## src/rtl/kstream_pkg.sv

```systemverilog
package kstream_pkg;
  localparam int WORD_W = 32;
  localparam int N_WORDS = 16;
  typedef logic [WORD_W-1:0] word_t;

  // rotate distance chosen by the 2-bit step code
  function automatic int unsigned rot_amount(input logic [1:0] code);
    case (code)
      2'd0:    return 16;
      2'd1:    return 12;
      2'd2:    return 8;
      default: return 7;
    endcase
  endfunction

  function automatic word_t rotl32(input word_t v, input int unsigned n);
    return (v << n) | (v >> (WORD_W - n));
  endfunction

  // role 0..3 = a,b,c,d ; quarter 0..3 columns, 4..7 diagonals
  function automatic logic [3:0] word_index(input logic [2:0] quarter, input logic [1:0] role);
    logic [1:0] lane;
    lane = quarter[1:0] + (quarter[2] ? role : 2'd0);
    return {role, lane};
  endfunction
endpackage

```

## src/rtl/kstream_step.sv

```systemverilog
module kstream_step
  import kstream_pkg::*;
(
  input  word_t       x,
  input  word_t       y,
  input  word_t       z,
  input  logic [1:0]  code,
  output logic [63:0] pair
);
  word_t       sum_w;
  word_t       rot_w;
  int unsigned amt;

  always_comb begin
    amt   = rot_amount(code);
    sum_w = x + y;
    rot_w = rotl32(sum_w ^ z, amt);
    pair  = {rot_w, sum_w};
  end

  // undoing the rotation must recover sum ^ z
  always_comb begin
    assert_rot_inverse_R6: assert (((pair[63:32] >> amt) | (pair[63:32] << (WORD_W - amt)))
                                   == (pair[31:0] ^ z));
  end
endmodule

```

## src/rtl/kstream_sched.sv

```systemverilog
module kstream_sched #(
  parameter int ROUNDS = 20
) (
  input  logic       clk,
  input  logic       rst_n,
  input  logic       go,
  output logic       step_en,
  output logic [1:0] code,
  output logic [2:0] qsel,
  output logic       last_step
);
  localparam int RLW = $clog2(ROUNDS + 1);

  logic           act_q;
  logic [1:0]     s_q;
  logic [2:0]     q_q;
  logic [RLW-1:0] rl_q;
  logic           qr_end;
  logic           dr_end;

  assign qr_end    = act_q && (s_q == 2'd3);
  assign dr_end    = qr_end && (q_q == 3'd7);
  assign last_step = dr_end && (rl_q == RLW'(2));
  assign step_en   = act_q;
  assign code      = s_q;
  assign qsel      = q_q;

  always_ff @(posedge clk) begin
    if (!rst_n) begin
      act_q <= 1'b0;
      s_q   <= '0;
      q_q   <= '0;
      rl_q  <= '0;
    end else if (go) begin
      act_q <= 1'b1;
      s_q   <= '0;
      q_q   <= '0;
      rl_q  <= RLW'(ROUNDS);
    end else if (act_q) begin
      s_q <= s_q + 2'd1;
      if (qr_end) q_q <= q_q + 3'd1;
      if (dr_end) rl_q <= rl_q - RLW'(2);
      if (last_step) act_q <= 1'b0;
    end
  end

  assert_countdown_R4: assert property (@(posedge clk) disable iff (!rst_n)
    (dr_end && !last_step && !go) |=> (rl_q == $past(rl_q) - RLW'(2)));
  assert_active_rounds_R4: assert property (@(posedge clk) disable iff (!rst_n)
    act_q |-> (rl_q != '0));
  assert_stop_after_last_R4: assert property (@(posedge clk) disable iff (!rst_n)
    (last_step && !go) |=> !act_q);
endmodule

```

## src/rtl/kstream_core.sv

```systemverilog
module kstream_core
  import kstream_pkg::*;
#(
  parameter int ROUNDS = 20
) (
  input  logic         clk,
  input  logic         rst_n,
  input  logic         start,
  input  logic [511:0] state_in,
  output logic         busy,
  output logic         done,
  output logic [511:0] block_out
);
  word_t       work [N_WORDS];
  word_t       orig [N_WORDS];
  logic        accept;
  logic        step_en;
  logic        last_step;
  logic        fin_pend;
  logic [1:0]  code;
  logic [2:0]  qsel;
  logic [3:0]  ix_x, ix_y, ix_z;
  logic [63:0] pair;

  assign accept = start && !busy;

  kstream_sched #(.ROUNDS(ROUNDS)) u_sched (
    .clk       (clk),
    .rst_n     (rst_n),
    .go        (accept),
    .step_en   (step_en),
    .code      (code),
    .qsel      (qsel),
    .last_step (last_step)
  );

  // even steps: a += b, d ^= a ; odd steps: c += d, b ^= c
  always_comb begin
    ix_x = word_index(qsel, code[0] ? 2'd2 : 2'd0);
    ix_y = word_index(qsel, code[0] ? 2'd3 : 2'd1);
    ix_z = word_index(qsel, code[0] ? 2'd1 : 2'd3);
  end

  kstream_step u_step (
    .x    (work[ix_x]),
    .y    (work[ix_y]),
    .z    (work[ix_z]),
    .code (code),
    .pair (pair)
  );

  always_ff @(posedge clk) begin
    if (!rst_n) begin
      busy      <= 1'b0;
      done      <= 1'b0;
      fin_pend  <= 1'b0;
      block_out <= '0;
      for (int i = 0; i < N_WORDS; i++) begin
        work[i] <= '0;
        orig[i] <= '0;
      end
    end else begin
      done     <= 1'b0;
      fin_pend <= step_en && last_step;
      if (accept) begin
        busy <= 1'b1;
        for (int i = 0; i < N_WORDS; i++) begin
          work[i] <= state_in[WORD_W*i +: WORD_W];
          orig[i] <= state_in[WORD_W*i +: WORD_W];
        end
      end else if (step_en) begin
        work[ix_x] <= pair[31:0];
        work[ix_z] <= pair[63:32];
      end
      if (fin_pend) begin
        for (int i = 0; i < N_WORDS; i++)
          block_out[WORD_W*i +: WORD_W] <= work[i] + orig[i];
        done <= 1'b1;
        busy <= 1'b0;
      end
    end
  end

  assert_accept_busy_R2: assert property (@(posedge clk) disable iff (!rst_n)
    accept |=> (busy && !done));
  assert_ignore_start_R3: assert property (@(posedge clk) disable iff (!rst_n)
    (start && busy && !fin_pend) |=> busy);
  assert_done_pulse_R5: assert property (@(posedge clk) disable iff (!rst_n)
    done |=> !done);
  assert_done_idle_R5: assert property (@(posedge clk) disable iff (!rst_n)
    done |-> !busy);
  assert_out_hold_R10: assert property (@(posedge clk) disable iff (!rst_n)
    !done |-> $stable(block_out));
endmodule

```

## config.mk

```make
export PLATFORM = sky130hd
export DESIGN_NAME = kstream_core
export DESIGN_NICKNAME = d
export VERILOG_FILES = /design/src/rtl/kstream_pkg.sv /design/src/rtl/kstream_step.sv /design/src/rtl/kstream_sched.sv /design/src/rtl/kstream_core.sv
export SDC_FILE = /design/constraint.sdc
export NUM_CORES = 2
export LEC_CHECK = 0
export BUFFER_PORTS_ARGS = -buffer_cell sky130_fd_sc_hd__buf_2
export CORE_AREA = 2 2 404 406
export DETAILED_ROUTE_END_ITERATION = 10
export DIE_AREA = 0 0 406 408
export PLACE_DENSITY_LB_ADDON = 0.25
export SETUP_SLACK_MARGIN = 0.1
export SKIP_LAST_GASP = 1
export SYNTH_ARGS = -nofsm -noshare
export SYNTH_HDL_FRONTEND = slang
export SYNTH_SLANG_ARGS = --single-unit
```

## constraint.sdc

```tcl
create_clock -name clk -period 17.2 [get_ports clk]
set_input_delay 0.86 -clock clk [delete_from_list [all_inputs] [get_ports clk]]
set_output_delay 0.86 -clock clk [all_outputs]
set_load 0.01 [all_outputs]
```

# Yosys cells after proc, flatten, opt, wreduce, memory -nomap -nowiden
# Memory sizes are Yosys's and may differ from the RTL's.
# Index checks and enable logic that the tools add are counted.
[totals]
ff_bits = 526
ram_bits = 1024
in_bits = 515
out_inout_bits = 514
word_cells = 153
memories = 2
[op_classes]
add_sub_neg = 24
eq_ne = 5
n_shift = 2
n_mux = 60
bitwise = 35
n_reduce_logical = 16
[memory_table]
columns = ["memory", "words", "word_bits", "read_ports", "rd_clocked_by_memory_dff", "wr", "line_no", "text"]
rows = [
  ["orig", 16, 32, 16, 0, 16, "kstream_core.sv:15", "word_t orig [N_WORDS];"],
  ["work", 16, 32, 19, 0, 16, "kstream_core.sv:14", "word_t work [N_WORDS];"],
]
[op_table]
columns = ["operator", "count"]
rows = [
  ["2-to-1 mux 32 bit", 34],
  ["adder 32 bit", 17],
  ["OR reduction 32 bit", 2],
  ["bitwise OR 1 bit", 32],
  ["bitwise OR 32 bit", 1],
  ["<< shifter 32 x 5 -> 32 bit", 1],
  [">> shifter 32 x 32 -> 32 bit", 1],
  ["bitwise XOR 32 bit", 1],
  ["2-to-1 mux 5 bit", 3],
  ["case mux 5 bit (3 select lines)", 1],
  ["2-to-1 mux 1 bit", 14],
  ["2-to-1 mux 2 bit", 6],
  ["2-to-1 mux 4 bit", 2],
  ["subtractor 6 x 5 -> 7 bit (first input constant)", 1],
  ["adder 2 bit", 3],
  ["AND reduction 2 bit", 3],
  ["== test 5 x 2 -> 1 bit (second input constant)", 1],
  ["logical AND 1 bit", 5],
  ["subtractor 5 x 2 -> 5 bit (second input constant)", 1],
  ["== test 2 bit (second input constant)", 2],
  ["nonzero test 2 bit", 2],
  ["OR reduction 2 bit", 2],
  ["adder 3 x 1 -> 3 bit (second input constant)", 1],
  ["== test 3 bit (second input constant)", 1],
  ["5 further kinds", 5],
]

# Logic depth before layout (Yosys ltp)
# An unclocked memory read counts as a cell.
[depth]
word_depth = 9
mapped_depth = 27

# By module
# A second synthesis with hierarchy kept.
[unflattened]
cells_unflattened = 8514
area_unflattened_um2 = 91009.8
[by_module_without_submodules]
columns = ["mod", "instances", "cells_each", "area_per_inst_um2", "seq_area_each_um2"]
rows = [
  ["kstream_core", 1, 7666, 85045.3, 41059.4],
  ["kstream_step", 1, 800, 5486.5, 0.0],
  ["kstream_sched", 1, 48, 478.0, 200.2],
]

# Worst setup path after synthesis
# OpenSTA, ideal clock, no wires.
[synth_timing]
kind = "input to register"
from = "input port start"
to = "memory orig[0][0] (netlist name), enable pin"
setup_time_ns = 4.094
t_arrival_ns = 10.793
t_required_ns = 13.106
path_slack_ns = 2.312
stages = 4
path_cell_list = "nand2b_1 and2_1 clkbuf_1 clkinv_1"
[synth_lines]
columns = ["item", "line_no", "text"]
rows = [
  ["from (decl)", "kstream_core.sv:8", "input logic start,"],
  ["to (decl)", "kstream_core.sv:15", ""],
]

==> results.md <==
| Parameter | This run | Unit |
|:---|:---|:---|
| Clock Path Buffers | 3 | - |
| IO Port Bufs | 1,028 | - |
| Cell area after synthesis | 0.0905 | mm^2 |
| Actual transition at the worst max-transition pin | 1.48 | ns |
| RePlAce Congestion | 1.07 | - |
| Setup repair after global routing missed its margin | no | - |
| Die height | 408 | um |
| Area fraction in compound gates after synthesis | 0.170 | - |
| Die X-Extent | 406 | um |
| RR Endpoint | work[12][1] | - |
| Residual DRC count | 0 | - |
| Setup TNS Final | 0 | ns |
| Root Buffer Master | sky130_fd_sc_hd__clkbuf_16 | - |
| Count of hold-fix buffers inserted at cts | 0 | - |
| Syn Inst Count | 8,806 | - |
| Overall power after layout | 11,300 | uW |
| Setup Skew | 0.0536 | ns |
| Floorplan row count | 148 | - |
| Post-Route Utilization | 0.642 | - |
| Number of search-and-repair iterations in the first detailed-routing pass | 7 | - |
| Terminating pin of the worst hold path | busy | - |
| Number of H-tree levels | 4 | - |
| Fraction of layout instances using a drive strength above 1 | 0.174 | - |
| Max Transition Viols Final | 0 | - |
| Most used cells in the layout excluding fill and tap cells | sky130_fd_sc_hd__buf_2, sky130_fd_sc_hd__edfxtp_1, sky130_fd_sc_hd__nand2_1, sky130_fd_sc_hd__nor2_1, sky130_fd_sc_hd__o21ai_0 | - |
| Vias per cell | 6.58 | - |
| GRT Resource Usage Total | 0.454 | - |
| Area share of fa/ha/maj cells after synthesis | 0.0781 | - |
| Worst reg2reg setup slack | 8.20 | ns |
| Relative slew slack | 0.0108 | - |
| Antenna violations before repair | 29 | - |
| Net count of the mapped netlist | 9,876 | - |
| Half-perimeter wire length of the detailed placement result | 298,000 | um |
| Number of warnings reported in the yosys synthesis log | 0 | - |
| Sum of overflow across all layers after global routing | 0 | - |
| Hold Path Cell Cnt | 2 | - |
| Postcts setup bufs | 0 | - |
| Type of the most critical hold path | primary input to flop | - |
| Area of the die | 0.166 | mm^2 |
| Kind of end point of the critical path | flop | - |
| Net count of the finished layout | 10,798 | - |
| Number of violations of the max-capacitance limit | 1 | - |
| Launch instance of the worst register-to-register path | u_sched.qsel[0] | - |
| Area Overhead vs Synth | 14.6 | % |
| Number of flip-flops and latches in the synthesized netlist | 1,549 | - |
| Setup CP Type | flop to flop | - |
| Post-synthesis share of cell area spent on xor and xnor gates | 0.0493 | - |
| Crit-path max FO | 54 | - |
| TritonCTS clock tree | built | - |
| Final worst-path cycle share | 0.523 | - |
| Via count | 79,382 | - |
| Antenna viol nets, final | 0 | - |
| Via count of the first global-routing pass | 74,957 | - |
| Global-route wire length before repair | 535,000 | um |
| Logic depth of the worst register-to-register path | 19 | - |
| Portion of the post-synthesis area used by sequential elements | 0.456 | - |
| Combinational family with the most area after synthesis | compound AO/OA/AOI/OAI gates | - |
| Power per standard cell area | 109 | mW/mm^2 |
| Worst EP required | 17.78 | ns |
| Count of flip-flops with a built-in enable after synthesis | 1,024 | - |
| Arrival time of the worst setup path | 9.58 | ns |
| Final Hold Vio Count | 0 | - |
| CTS clock-pin slew for the worst setup and hold paths | 0.06 | ns |
| Max rail drop VDD | 0.000122 | V |
| Leading cell type in the layout, fill and taps excluded | sky130_fd_sc_hd__buf_2 | - |
| CTS buffer count | 168 | - |
| Count of unique library cells instantiated by Yosys | 105 | - |
| Area share of and/or/nand/nor cells after synthesis | 0.152 | - |
| Core region area | 0.162 | mm^2 |
| Final Critical Period | 9.00 | ns |
| Wire length per cell after detailed routing | 32.0 | um |
| Syn avg cell area | 10.3 | um^2 |
| Clock latency on the worst-skew pair | 0.88 | ns |
| Hold wc startpoint | start | - |
| Setup-failing EPs final | 0 | - |
| Fraction of synthesized area in multiplexers | 0.0693 | - |
| Outcome | finished, violations left | - |
| Number of design-rule violations left by the first detailed-router iteration | 10,953 | - |
| Critical Path Start Type | flop | - |
| Failing checks | capacitance limit | - |
| Commonest register cell after synthesis | sky130_fd_sc_hd__edfxtp_1 | - |
| Leakage power total | 0.0439 | uW |
| Post-CTS resize count | 0 | - |
| Asr flop ratio synth | 0 | - |
| Number of top-level pins | 1,029 | - |
| Fmax achieved | 111 | MHz |
| Effective utilization at floorplan | 0.560 | - |
| Wirelength, routed | 386,000 | um |
| Maximum number of pins on one net before global-route repair | 210 | - |
| Total clock sinks | 1,549 | - |
==> worst max path at each step <==
stage | startpoint | to | slack [ns] | depth (start not counted)
4_1_cts | u_sched.qsel[0] | work[15][11] | 8.39 | 18
3_5_place_dp | u_sched.qsel[0] | work[15][11] | 8.41 | 18
2_1_floorplan | start | orig[0][0] | 2.31 | 4
6_report | u_sched.qsel[0] | work[12][1] | 8.20 | 19
5_1_grt | u_sched.qsel[0] | work[7][11] | 7.82 | 18
3_3_place_gp | u_sched.qsel[0] | work[14][11] | 8.49 | 18
==> state kept, by name, summed over array words and instances, names as in the netlist <==
| register | cells |
|---|---|
| u_sched.code | 2 |
| u_sched.rl_q | 4 |
| fin_pend | 1 |
| orig | 512 |
| block_out | 512 |
| busy | 1 |
| u_sched.step_en | 1 |
| u_sched.qsel | 3 |
| done | 1 |
| work | 512 |
==> area by class of cell <==
type,count,area (um^2)
clock buffers,234,4720
flip-flops and latches,1549,41300
repair buffers,1167,6220
multi-input cells,6668,47200
fillers,13035,57900
inverters,174,671
well taps,2175,2720
clock inverters,81,918
diodes,11,27.5
==> metrics by stage <==
step / instance area, um^2 / hold slack [ns] / cells / worst slack [ns]
floorplan: 90500 / 0.442 / 8806 / 2.31
global placement: 98100 / 0.433 / 11733 / 8.49
detailed placement: 98100 / 0.439 / 11733 / 8.41
CTS: 104000 / 0.185 / 12048 / 8.39
global route: 104000 / 0.226 / 12049 / 7.82
finish: 104000 / 0.222 / 12059 / 8.20
==> Yosys cell counts (257+ instances only) <==
cell type	instances	area (um^2)
sky130_fd_sc_hd__nor2_1	638	2390
sky130_fd_sc_hd__o21bai_1	339	2540
sky130_fd_sc_hd__xnor2_1	308	2700
sky130_fd_sc_hd__mux2i_1	303	3030
sky130_fd_sc_hd__edfxtp_1	1024	30700
sky130_fd_sc_hd__ha_1	538	6730
sky130_fd_sc_hd__dfxtp_1	525	10500
sky130_fd_sc_hd__nand2_1	864	3240
sky130_fd_sc_hd__and2_1	550	3440
sky130_fd_sc_hd__a21oi_1	460	2300
sky130_fd_sc_hd__o21ai_0	558	2790
sky130_fd_sc_hd__a21o_1	257	1930
sky130_fd_sc_hd__clkbuf_1	332	1250
==> logic make-up (layout without fill, tap and decap cells) <==
logic type | count (synthesis) | in the layout
other | 0 | 11
muxes | 472 | 472
AOI/OAI and AO/OA | 2343 | 2343
and+or+nand+nor | 2808 | 2808
adders and majority gates | 555 | 555
buffers and inverters | 589 | 1656
DFF | 1549 | 1549
xor gates and xnor gates | 490 | 490
==> where the power goes <==
part / leakage (uW) / switching (uW) / internal, uW
combinational: 0.0259 / 2140 / 950
sequential: 0.0152 / 241 / 4200
clock: 0.00274 / 1590 / 2160
==> routing by layer <==
layer,part of all wire,GRT usage,vias up,wire (um)
li1,-,-,34365,-
met1,0.35,0.544,38225,135000
met2,0.44,0.687,5331,168000
met3,0.11,0.102,1451,41700
met4,0.11,0.396,10,40800
met5,0.00018,0,-,69
==> worst max-delay path, stage by stage, from the launching register on <==
cell and delay, ns:
sky130_fd_sc_hd__dfxtp_4 0.83, sky130_fd_sc_hd__ha_4 0.45, sky130_fd_sc_hd__clkinv_2 0.76, sky130_fd_sc_hd__buf_4 0.57, sky130_fd_sc_hd__mux4_2 0.48, sky130_fd_sc_hd__nand2_1 0.08, sky130_fd_sc_hd__nand2_1 0.13, sky130_fd_sc_hd__ha_1 0.24
sky130_fd_sc_hd__fa_1 0.50, sky130_fd_sc_hd__a21o_1 0.19, sky130_fd_sc_hd__a221o_1 0.45, sky130_fd_sc_hd__a21oi_1 0.46, sky130_fd_sc_hd__o22ai_1 0.16, sky130_fd_sc_hd__nand3b_1 0.83, sky130_fd_sc_hd__xor2_1 0.66, sky130_fd_sc_hd__o21ai_1 0.23
sky130_fd_sc_hd__o211ai_1 0.26, sky130_fd_sc_hd__o211ai_1 0.14, sky130_fd_sc_hd__a32oi_2 0.99, sky130_fd_sc_hd__o21ai_0 0.23
(Power assumes the default switching activity.)
